===== config.mk =====
export PLATFORM = sky130hd
export DESIGN_NAME = async_rx_fifo
export DESIGN_NICKNAME = d
export VERILOG_FILES = /design/src/rtl/arx_pkg.sv /design/src/rtl/arx_bit_engine.sv /design/src/rtl/arx_fifo.sv /design/src/rtl/arx_flags.sv /design/src/rtl/async_rx_fifo.sv
export SDC_FILE = /design/constraint.sdc
export NUM_CORES = 1
export LEC_CHECK = 0
export BUFFER_PORTS_ARGS = -buffer_cell sky130_fd_sc_hd__buf_4
export CAP_MARGIN = 20
export CORE_UTILIZATION = 50
export DETAILED_ROUTE_END_ITERATION = 10
export GPL_ROUTABILITY_DRIVEN = 0
export PLACE_DENSITY = 0.71
export SYNTH_ARGS = -nofsm -noshare
export SYNTH_HDL_FRONTEND = slang
export SYNTH_SLANG_ARGS = --single-unit
export TNS_END_PERCENT = 100

===== constraint.sdc =====
create_clock -name clk -period 2.6 [get_ports clk]
set_clock_uncertainty 0.2 [all_clocks]
set_input_delay 0.26 -clock clk [delete_from_list [all_inputs] [get_ports clk]]
set_output_delay 0.26 -clock clk [all_outputs]
set_load 0.02 [all_outputs]

===== src/rtl/arx_pkg.sv =====
package arx_pkg;

   typedef enum logic [1:0] {
      PAR_OFF    = 2'd0,
      PAR_EVEN   = 2'd1,
      PAR_ODD    = 2'd2,
      PAR_OFF_B  = 2'd3
   } par_mode_t;

   typedef enum logic [2:0] {
      ST_IDLE,
      ST_START,
      ST_DATA,
      ST_PAR,
      ST_STOP,
      ST_STOP2,
      ST_MARKWAIT
   } rx_state_t;

   typedef struct packed {
      logic [7:0] data;
      logic       perr;
      logic       ferr;
      logic       brk;
   } rx_char_t;

   function automatic int unsigned trig_level(input logic [1:0] sel);
      case (sel)
         2'd0:    return 1;
         2'd1:    return 4;
         2'd2:    return 8;
         default: return 14;
      endcase
   endfunction

endpackage


===== src/rtl/arx_bit_engine.sv =====
module arx_bit_engine
   import arx_pkg::*;
#(
   parameter int OVS         = 16,
   parameter int SYNC_STAGES = 2
) (
   input  logic       clk,
   input  logic       rst_n,
   input  logic       tick,
   input  logic       rx_in,
   input  logic [1:0] cfg_parity,
   input  logic       cfg_len7,
   input  logic       cfg_two_stop,
   output logic       done,
   output rx_char_t   char_o
);

   localparam int CW = $clog2(OVS);
   localparam logic [CW-1:0] MID  = CW'(OVS / 2 - 1);
   localparam logic [CW-1:0] LAST = CW'(OVS - 1);

   logic [SYNC_STAGES-1:0] sync_q;
   logic                   rx_s;

   generate
      if (SYNC_STAGES == 1) begin : g_sync_single
         always_ff @(posedge clk) begin
            if (!rst_n) sync_q <= '1;
            else        sync_q <= rx_in;
         end
      end else begin : g_sync_chain
         always_ff @(posedge clk) begin
            if (!rst_n) sync_q <= '1;
            else        sync_q <= {sync_q[SYNC_STAGES-2:0], rx_in};
         end
      end
   endgenerate

   assign rx_s = sync_q[SYNC_STAGES-1];

   par_mode_t pm;
   logic      par_en, par_odd;
   logic [2:0] last_bit;
   assign pm       = par_mode_t'(cfg_parity);
   assign par_en   = (pm == PAR_EVEN) || (pm == PAR_ODD);
   assign par_odd  = (pm == PAR_ODD);
   assign last_bit = cfg_len7 ? 3'd6 : 3'd7;

   rx_state_t    state;
   logic [CW-1:0] cnt;
   logic [2:0]   bit_idx;
   logic [7:0]   shreg;
   logic         par_bit;
   logic         stop_bad, is_break;

   assign stop_bad = !rx_s;
   assign is_break = stop_bad && (shreg == 8'h00) && !par_bit;

   always_ff @(posedge clk) begin
      if (!rst_n) begin
         state   <= ST_IDLE;
         cnt     <= '0;
         bit_idx <= '0;
         shreg   <= '0;
         par_bit <= 1'b0;
         done    <= 1'b0;
         char_o  <= '0;
      end else begin
         done <= 1'b0;
         case (state)
            ST_IDLE: begin
               if (tick && !rx_s) begin
                  state <= ST_START;
                  cnt   <= '0;
               end
            end
            ST_START: begin
               if (tick) begin
                  if (cnt == MID) begin
                     cnt <= '0;
                     if (rx_s) begin
                        state <= ST_IDLE;
                     end else begin
                        state   <= ST_DATA;
                        bit_idx <= '0;
                        shreg   <= '0;
                        par_bit <= 1'b0;
                     end
                  end else begin
                     cnt <= cnt + 1'b1;
                  end
               end
            end
            ST_DATA: begin
               if (tick) begin
                  if (cnt == LAST) begin
                     cnt            <= '0;
                     shreg[bit_idx] <= rx_s;
                     if (bit_idx == last_bit) state <= par_en ? ST_PAR : ST_STOP;
                     else                     bit_idx <= bit_idx + 1'b1;
                  end else begin
                     cnt <= cnt + 1'b1;
                  end
               end
            end
            ST_PAR: begin
               if (tick) begin
                  if (cnt == LAST) begin
                     cnt     <= '0;
                     par_bit <= rx_s;
                     state   <= ST_STOP;
                  end else begin
                     cnt <= cnt + 1'b1;
                  end
               end
            end
            ST_STOP: begin
               if (tick) begin
                  if (cnt == LAST) begin
                     cnt         <= '0;
                     done        <= 1'b1;
                     char_o.data <= shreg;
                     char_o.perr <= par_en && (par_bit != ((^shreg) ^ par_odd));
                     char_o.ferr <= stop_bad;
                     char_o.brk  <= is_break;
                     if (stop_bad)          state <= ST_MARKWAIT;
                     else if (cfg_two_stop) state <= ST_STOP2;
                     else                   state <= ST_IDLE;
                  end else begin
                     cnt <= cnt + 1'b1;
                  end
               end
            end
            ST_STOP2: begin
               if (tick) begin
                  if (cnt == LAST) begin
                     cnt   <= '0;
                     state <= ST_MARKWAIT;
                  end else begin
                     cnt <= cnt + 1'b1;
                  end
               end
            end
            ST_MARKWAIT: begin
               if (rx_s) state <= ST_IDLE;
            end
            default: state <= ST_IDLE;
         endcase
      end
   end

endmodule


===== src/rtl/arx_fifo.sv =====
module arx_fifo #(
   parameter int WIDTH = 8,
   parameter int DEPTH = 16,
   localparam int CNTW = $clog2(DEPTH + 1)
) (
   input  logic             clk,
   input  logic             rst_n,
   input  logic             push,
   input  logic [WIDTH-1:0] din,
   input  logic             pop,
   output logic [WIDTH-1:0] dout,
   output logic [CNTW-1:0]  count
);

   localparam int AW = (DEPTH > 1) ? $clog2(DEPTH) : 1;
   localparam logic [AW-1:0]   PTR_LAST = AW'(DEPTH - 1);
   localparam logic [CNTW-1:0] CNT_FULL = CNTW'(DEPTH);

   logic [WIDTH-1:0] mem [DEPTH];
   logic [AW-1:0]    wr_ptr, rd_ptr;
   logic             wr_ok, rd_ok;

   assign wr_ok = push && (count != CNT_FULL);
   assign rd_ok = pop && (count != '0);
   assign dout  = mem[rd_ptr];

   always_ff @(posedge clk) begin
      if (wr_ok) mem[wr_ptr] <= din;
   end

   always_ff @(posedge clk) begin
      if (!rst_n) begin
         wr_ptr <= '0;
         rd_ptr <= '0;
         count  <= '0;
      end else begin
         if (wr_ok) wr_ptr <= (wr_ptr == PTR_LAST) ? '0 : wr_ptr + 1'b1;
         if (rd_ok) rd_ptr <= (rd_ptr == PTR_LAST) ? '0 : rd_ptr + 1'b1;
         count <= count + CNTW'(wr_ok) - CNTW'(rd_ok);
      end
   end

endmodule


===== src/rtl/arx_flags.sv =====
module arx_flags
   import arx_pkg::*;
#(
   parameter int DEPTH = 16,
   localparam int CNTW = $clog2(DEPTH + 1)
) (
   input  logic            clk,
   input  logic            rst_n,
   input  logic            done,
   input  logic            perr,
   input  logic            ferr,
   input  logic            brk_det,
   input  logic [CNTW-1:0] count,
   input  logic [1:0]      trig_sel,
   input  logic            clr_full,
   input  logic            clr_ready,
   input  logic            clr_err,
   input  logic            clr_brk,
   input  logic            clr_ovr,
   input  logic            en_rx_irq,
   input  logic            en_err_irq,
   output logic            push,
   output logic            flag_full,
   output logic            flag_ready,
   output logic            flag_err,
   output logic            flag_brk,
   output logic            flag_ovr,
   output logic            irq_rx,
   output logic            irq_err,
   output logic            irq_bo
);

   localparam logic [CNTW-1:0] CNT_FULL = CNTW'(DEPTH);

   logic          room, set_ovr, set_full, set_err, set_brk, err_gate;
   logic [CNTW:0] cnt_after;

   assign room      = (count != CNT_FULL);
   assign push      = done && !brk_det && room && !flag_ovr && !flag_brk;
   assign set_ovr   = done && !brk_det && !room;
   assign set_err   = done && (perr || ferr);
   assign set_brk   = done && brk_det;
   assign cnt_after = {1'b0, count} + 1'b1;
   assign set_full  = push && (cnt_after >= (CNTW+1)'(trig_level(trig_sel)));

   always_ff @(posedge clk) begin
      if (!rst_n) begin
         flag_full  <= 1'b0;
         flag_ready <= 1'b0;
         flag_err   <= 1'b0;
         flag_brk   <= 1'b0;
         flag_ovr   <= 1'b0;
      end else begin
         flag_full  <= (flag_full  && !clr_full)  || set_full;
         flag_ready <= (flag_ready && !clr_ready) || push;
         flag_err   <= (flag_err   && !clr_err)   || set_err;
         flag_brk   <= (flag_brk   && !clr_brk)   || set_brk;
         flag_ovr   <= (flag_ovr   && !clr_ovr)   || set_ovr;
      end
   end

   assign err_gate = en_rx_irq || en_err_irq;
   assign irq_rx   = en_rx_irq && (flag_full || flag_ready);
   assign irq_err  = err_gate && flag_err;
   assign irq_bo   = err_gate && (flag_brk || flag_ovr);

endmodule


===== src/rtl/async_rx_fifo.sv =====
module async_rx_fifo
   import arx_pkg::*;
#(
   parameter int OVS         = 16,
   parameter int DEPTH       = 16,
   parameter int SYNC_STAGES = 2,
   localparam int CNTW       = $clog2(DEPTH + 1)
) (
   input  logic            clk,
   input  logic            rst_n,
   input  logic            tick16,
   input  logic            rx_line,
   input  logic [1:0]      cfg_parity,
   input  logic            cfg_len7,
   input  logic            cfg_two_stop,
   input  logic [1:0]      cfg_trig,
   input  logic            en_rx_irq,
   input  logic            en_err_irq,
   input  logic            rd_pop,
   output logic [7:0]      rd_data,
   output logic [CNTW-1:0] fifo_count,
   input  logic            clr_full,
   input  logic            clr_ready,
   input  logic            clr_err,
   input  logic            clr_brk,
   input  logic            clr_ovr,
   output logic            flag_full,
   output logic            flag_ready,
   output logic            flag_err,
   output logic            flag_brk,
   output logic            flag_ovr,
   output logic            irq_rx,
   output logic            irq_err,
   output logic            irq_bo
);

   if (DEPTH < 14) begin : g_bad_depth
      $error("DEPTH must hold the largest threshold (14)");
   end
   if (OVS < 4 || (OVS % 2) != 0) begin : g_bad_ovs
      $error("OVS must be even and at least 4");
   end
   if (SYNC_STAGES < 1) begin : g_bad_sync
      $error("SYNC_STAGES must be at least 1");
   end

   logic     done, push;
   rx_char_t rx_char;

   arx_bit_engine #(.OVS(OVS), .SYNC_STAGES(SYNC_STAGES)) u_engine (
      .clk         (clk),
      .rst_n       (rst_n),
      .tick        (tick16),
      .rx_in       (rx_line),
      .cfg_parity  (cfg_parity),
      .cfg_len7    (cfg_len7),
      .cfg_two_stop(cfg_two_stop),
      .done        (done),
      .char_o      (rx_char)
   );

   arx_fifo #(.WIDTH(8), .DEPTH(DEPTH)) u_fifo (
      .clk  (clk),
      .rst_n(rst_n),
      .push (push),
      .din  (rx_char.data),
      .pop  (rd_pop),
      .dout (rd_data),
      .count(fifo_count)
   );

   arx_flags #(.DEPTH(DEPTH)) u_flags (
      .clk       (clk),
      .rst_n     (rst_n),
      .done      (done),
      .perr      (rx_char.perr),
      .ferr      (rx_char.ferr),
      .brk_det   (rx_char.brk),
      .count     (fifo_count),
      .trig_sel  (cfg_trig),
      .clr_full  (clr_full),
      .clr_ready (clr_ready),
      .clr_err   (clr_err),
      .clr_brk   (clr_brk),
      .clr_ovr   (clr_ovr),
      .en_rx_irq (en_rx_irq),
      .en_err_irq(en_err_irq),
      .push      (push),
      .flag_full (flag_full),
      .flag_ready(flag_ready),
      .flag_err  (flag_err),
      .flag_brk  (flag_brk),
      .flag_ovr  (flag_ovr),
      .irq_rx    (irq_rx),
      .irq_err   (irq_err),
      .irq_bo    (irq_bo)
   );

endmodule


==> metrics.md <==
| Metric | Value |
|---|---|
| Status | finished, violations left |
| Failing checks | negative setup slack |
| Root buffer cell | clkbuf_16 |
| GR Overflow Total | 0 |
| Skew-Pair Late Insertion Delay | 0.43 ns |
| PnR worst setup slack | -0.102 ns |
| Worst EP arrival | 2.24 ns |
| Reg clk slew, reported paths | 0.07 ns |
| Finished Core Util | 0.607 |
| Hold Vio Cnt, Final | 0 |
| Initial DRC Count | 297 |
| Top cells by area, synth | edfxtp_1 48%, dfxtp_1 14%, mux4_2 8.9% |
| Post-DP HPWL | 10.1 mm |
| Detailed Routing Iterations Pass 1 | 5 |
| Top Ports | 39 |
| Xor and xnor area share after synthesis | 0.0152 |
| Pint | 5.26 mW |
| Sequential fraction of the synthesis area | 0.614 |
| Post-synthesis instance area | 8060 um^2 |
| Critical path's slowest cell | mux4_2 |
| Via count | 4922 |
| Minimum clock period | 2.70 ns |
| Share of the synthesized area in the top cell type | 0.477 |
| Fin Setup TNS | -0.615 ns |
| Power per cell area | 732 nW/um^2 |
| Largest net degree at the start of global routing | 63 |
| Main combinational cell family by area after synthesis | multiplexers |
| Slew @ Worst Pin | 0.866 ns |
| Hold crit path type | primary input to flip-flop |
| RSZ-0062 raised after global routing | true |
| CP Data Required Time | 2.14 ns |
| Final Setup Violations | 8 |
| Kind of critical path | flip-flop to output port |
| Area after DPL | 8740 um^2 |
| CTS Buf Count | 17 |
| Diode count | 0 |
| Primary FF master, synth | edfxtp_1 |
| Die Y | 129 um |
| Synthesized flop and latch total | 183 |
| Wirelength per Cell | 18.1 um |
| CTS H-tree depth | 4 |
| Max-slew violations | 0 |
| Fin crit share | 1.04 |
| CTS tree | done |
| Post-Synth Adder-Cell Area | 0.0444 |
| Yosys warns | 0 |
| Most frequent cells in the layout | 128 x edfxtp_1, 68 x buf_4, 54 x nand2_1 |
| Final instance area | 9600 um^2 |
| Syn avg cell area | 14.0 um^2 |
| Slowest stage delay, CP | 0.50 ns |
| Core area | 15800 um^2 |
| Clock sink count | 183 |
| Port Buffer Count | 38 |
| NetSw | 1.77 mW |
| Clock Power Share | 0.361 |
| Row cnt | 46 |
| Flop pwr share | 0.456 |
| R2R depth | 14 |
| Worst-path fanout max | 7 |
| DIE WIDTH | 129 um |
| Synth unique cells | 55 |
| Combinational power share | 0.183 |
| CTS max path bufs | 2 |
| Initial antenna violation count | 0 |
| Mean number of vias per cell | 5.59 |
| Leakage | 2.92 nW |
| Post-DRT Antenna Nets | 0 |
| Critical path launch point type | flip-flop |
| Sw Ratio | 0.252 |
| Starting Density | 0.509 |
| Die ar. | 16600 um^2 |
| Simple-gate share of the synthesized area | 0.106 |
| Post-synthesis async set-or-reset flop share | 0 |
| Relative slew slack | 0.419 |
| Peak supply drop | 502 uV |
| Vias in the first global route | 4854 |
| Mux cell area share after synthesis | 0.120 |
| WL final | 15.9 mm |
| Max_cap viols | 0 |
| GRT Util Overall | 0.202 |
| Syn Nets | 622 |
| Hold path cells | 5 |
| Synth Area in Compound Gates | 0.0680 |
| Total Nets Final | 698 |
| Share of layout cells above drive strength 1 | 0.256 |
| Area delta synth->final | 19.1% |
| Fmax | 370 MHz |
| Post-synth EDFFs | 128 |
| Dominant cell type by area after synthesis | edfxtp_1 |
| CP Capture Type | output port |
| Commonest non-fill, non-tap cell in the layout | edfxtp_1 |
| First-pass GRT wire length | 25.0 mm |
| # DRC | 0 |
| Post-Synthesis Cells | 576 |
| Dpl ws | -0.0440 ns |
| CP cell instances | buf_12 -> buf_12 -> mux4_2 -> mux4_2 -> buf_6 |
[metal layers]
layer	track usage	part of all wire	up-vias
met5	0	0	-
met4	0.0533	0.015	0
met3	0.0532	0.042	20
met2	0.350	0.52	113
met1	0.252	0.43	2470
li1	-	-	2319
[power by group through the flow]
| stage | sequential (mW) | clock (mW) | combinational [mW] |
|---|---|---|---|
| 6_report | 3.21 | 2.54 | 1.29 |
| 3_3_place_gp | 3.24 | 0 | 0.990 |
| 5_1_grt | 3.21 | 2.69 | 1.41 |
| 3_5_place_dp | 3.25 | 0 | 1.03 |
| 4_1_cts | 3.19 | 2.57 | 1.16 |
| 2_1_floorplan | 3.30 | 0 | 0.657 |
[sequential cells by signal, summed over array words and instances (netlist names), named ones only]
register            flops
u_fifo.count            5
u_flags.flag_ready      1
u_flags.flag_ovr        1
u_flags.flag_err        1
u_engine.cnt            4
u_engine.state          3
u_fifo.wr_ptr           4
u_flags.flag_brk        1
u_engine.char_o        11
u_engine.done           1
u_fifo.rd_ptr           4
u_flags.flag_full       1
u_engine.shreg          8
u_fifo.mem            128
u_engine.bit_idx        3
u_engine.par_bit        1
u_engine.sync_q         2
[worst paths after layout]
path | startpoint | to | slack, ns
setup / recovery | flip-flop | rd_data[0] | -0.10
hold / removal | cfg_two_stop | u_engine.state[0] | 0.04
setup reg to reg | u_fifo.count[1] | u_fifo.count[4] | 0.01
hold reg to reg | u_engine.sync_q[0] | u_engine.sync_q[1] | 0.21
[critical path: cells and delay by family (launching register included)]
family	cells	cell delay [ns]
buffers and inverters	3	0.41
muxes	2	0.98
DFF	1	0.41
[logic make-up (layout without fill, tap and decap cells)]
group / Yosys count / count (layout)
fa+ha+maj: 28 / 28
flops: 183 / 183
simple gates: 166 / 166
mux: 44 / 44
xor+xnor: 14 / 14
compound gates: 84 / 84
buf+inv: 57 / 146
[cells in the mapped netlist (4+ instances only)]
cell / count
or3_1: 5
buf_2: 4
buf_1: 4
dfxtp_1: 55
a31oi_1: 5
nor2_1: 31
o21ai_0: 23
and2_1: 8
mux2i_1: 4
inv_1: 25
o211ai_1: 5
o21a_1: 5
nor3_1: 9
xnor2_1: 10
a21oi_1: 12
nor2b_1: 10
nand2b_1: 10
edfxtp_1: 128
nand3_1: 6
or4_1: 5
buf_6: 4
clkbuf_1: 18
a21boi_0: 16
nand4_1: 7
xor2_1: 4
mux4_1: 8
mux4_2: 32
a21boi_1: 5
ha_1: 27
nand2_1: 55
[stage by stage]
step                hold WS (ns)  std cells  power [mW]
global placement           0.189        831        4.23
floorplan                  0.161        576        3.96
detailed placement         0.198        831        4.27
CTS                       0.0269        877        6.91
global route              0.0510        881        7.31
finish                    0.0430        881        7.03
[area by class of cell]
| class | count | area, um^2 |
|---|---|---|
| Fill cell | 1199 | 6230 |
| Sequential cell | 183 | 4950 |
| Multi-Input combinational cell | 336 | 2910 |
| Timing Repair Buffer | 89 | 796 |
| Clock buffer | 20 | 437 |
| Tap cell | 216 | 270 |
| Clock inverter | 12 | 143 |
| Inverter | 25 | 96.3 |
[timing repair]
action                                  CTS  global route
hold endpoints to repair                  7             0
hold buffers                              7             0
endpoints found under the setup margin    9             9
pin swaps                                 0             9
setup buffers                             6             4
gates cloned                              1             1
resized for setup                        12            22
(Power assumes the default switching activity.)
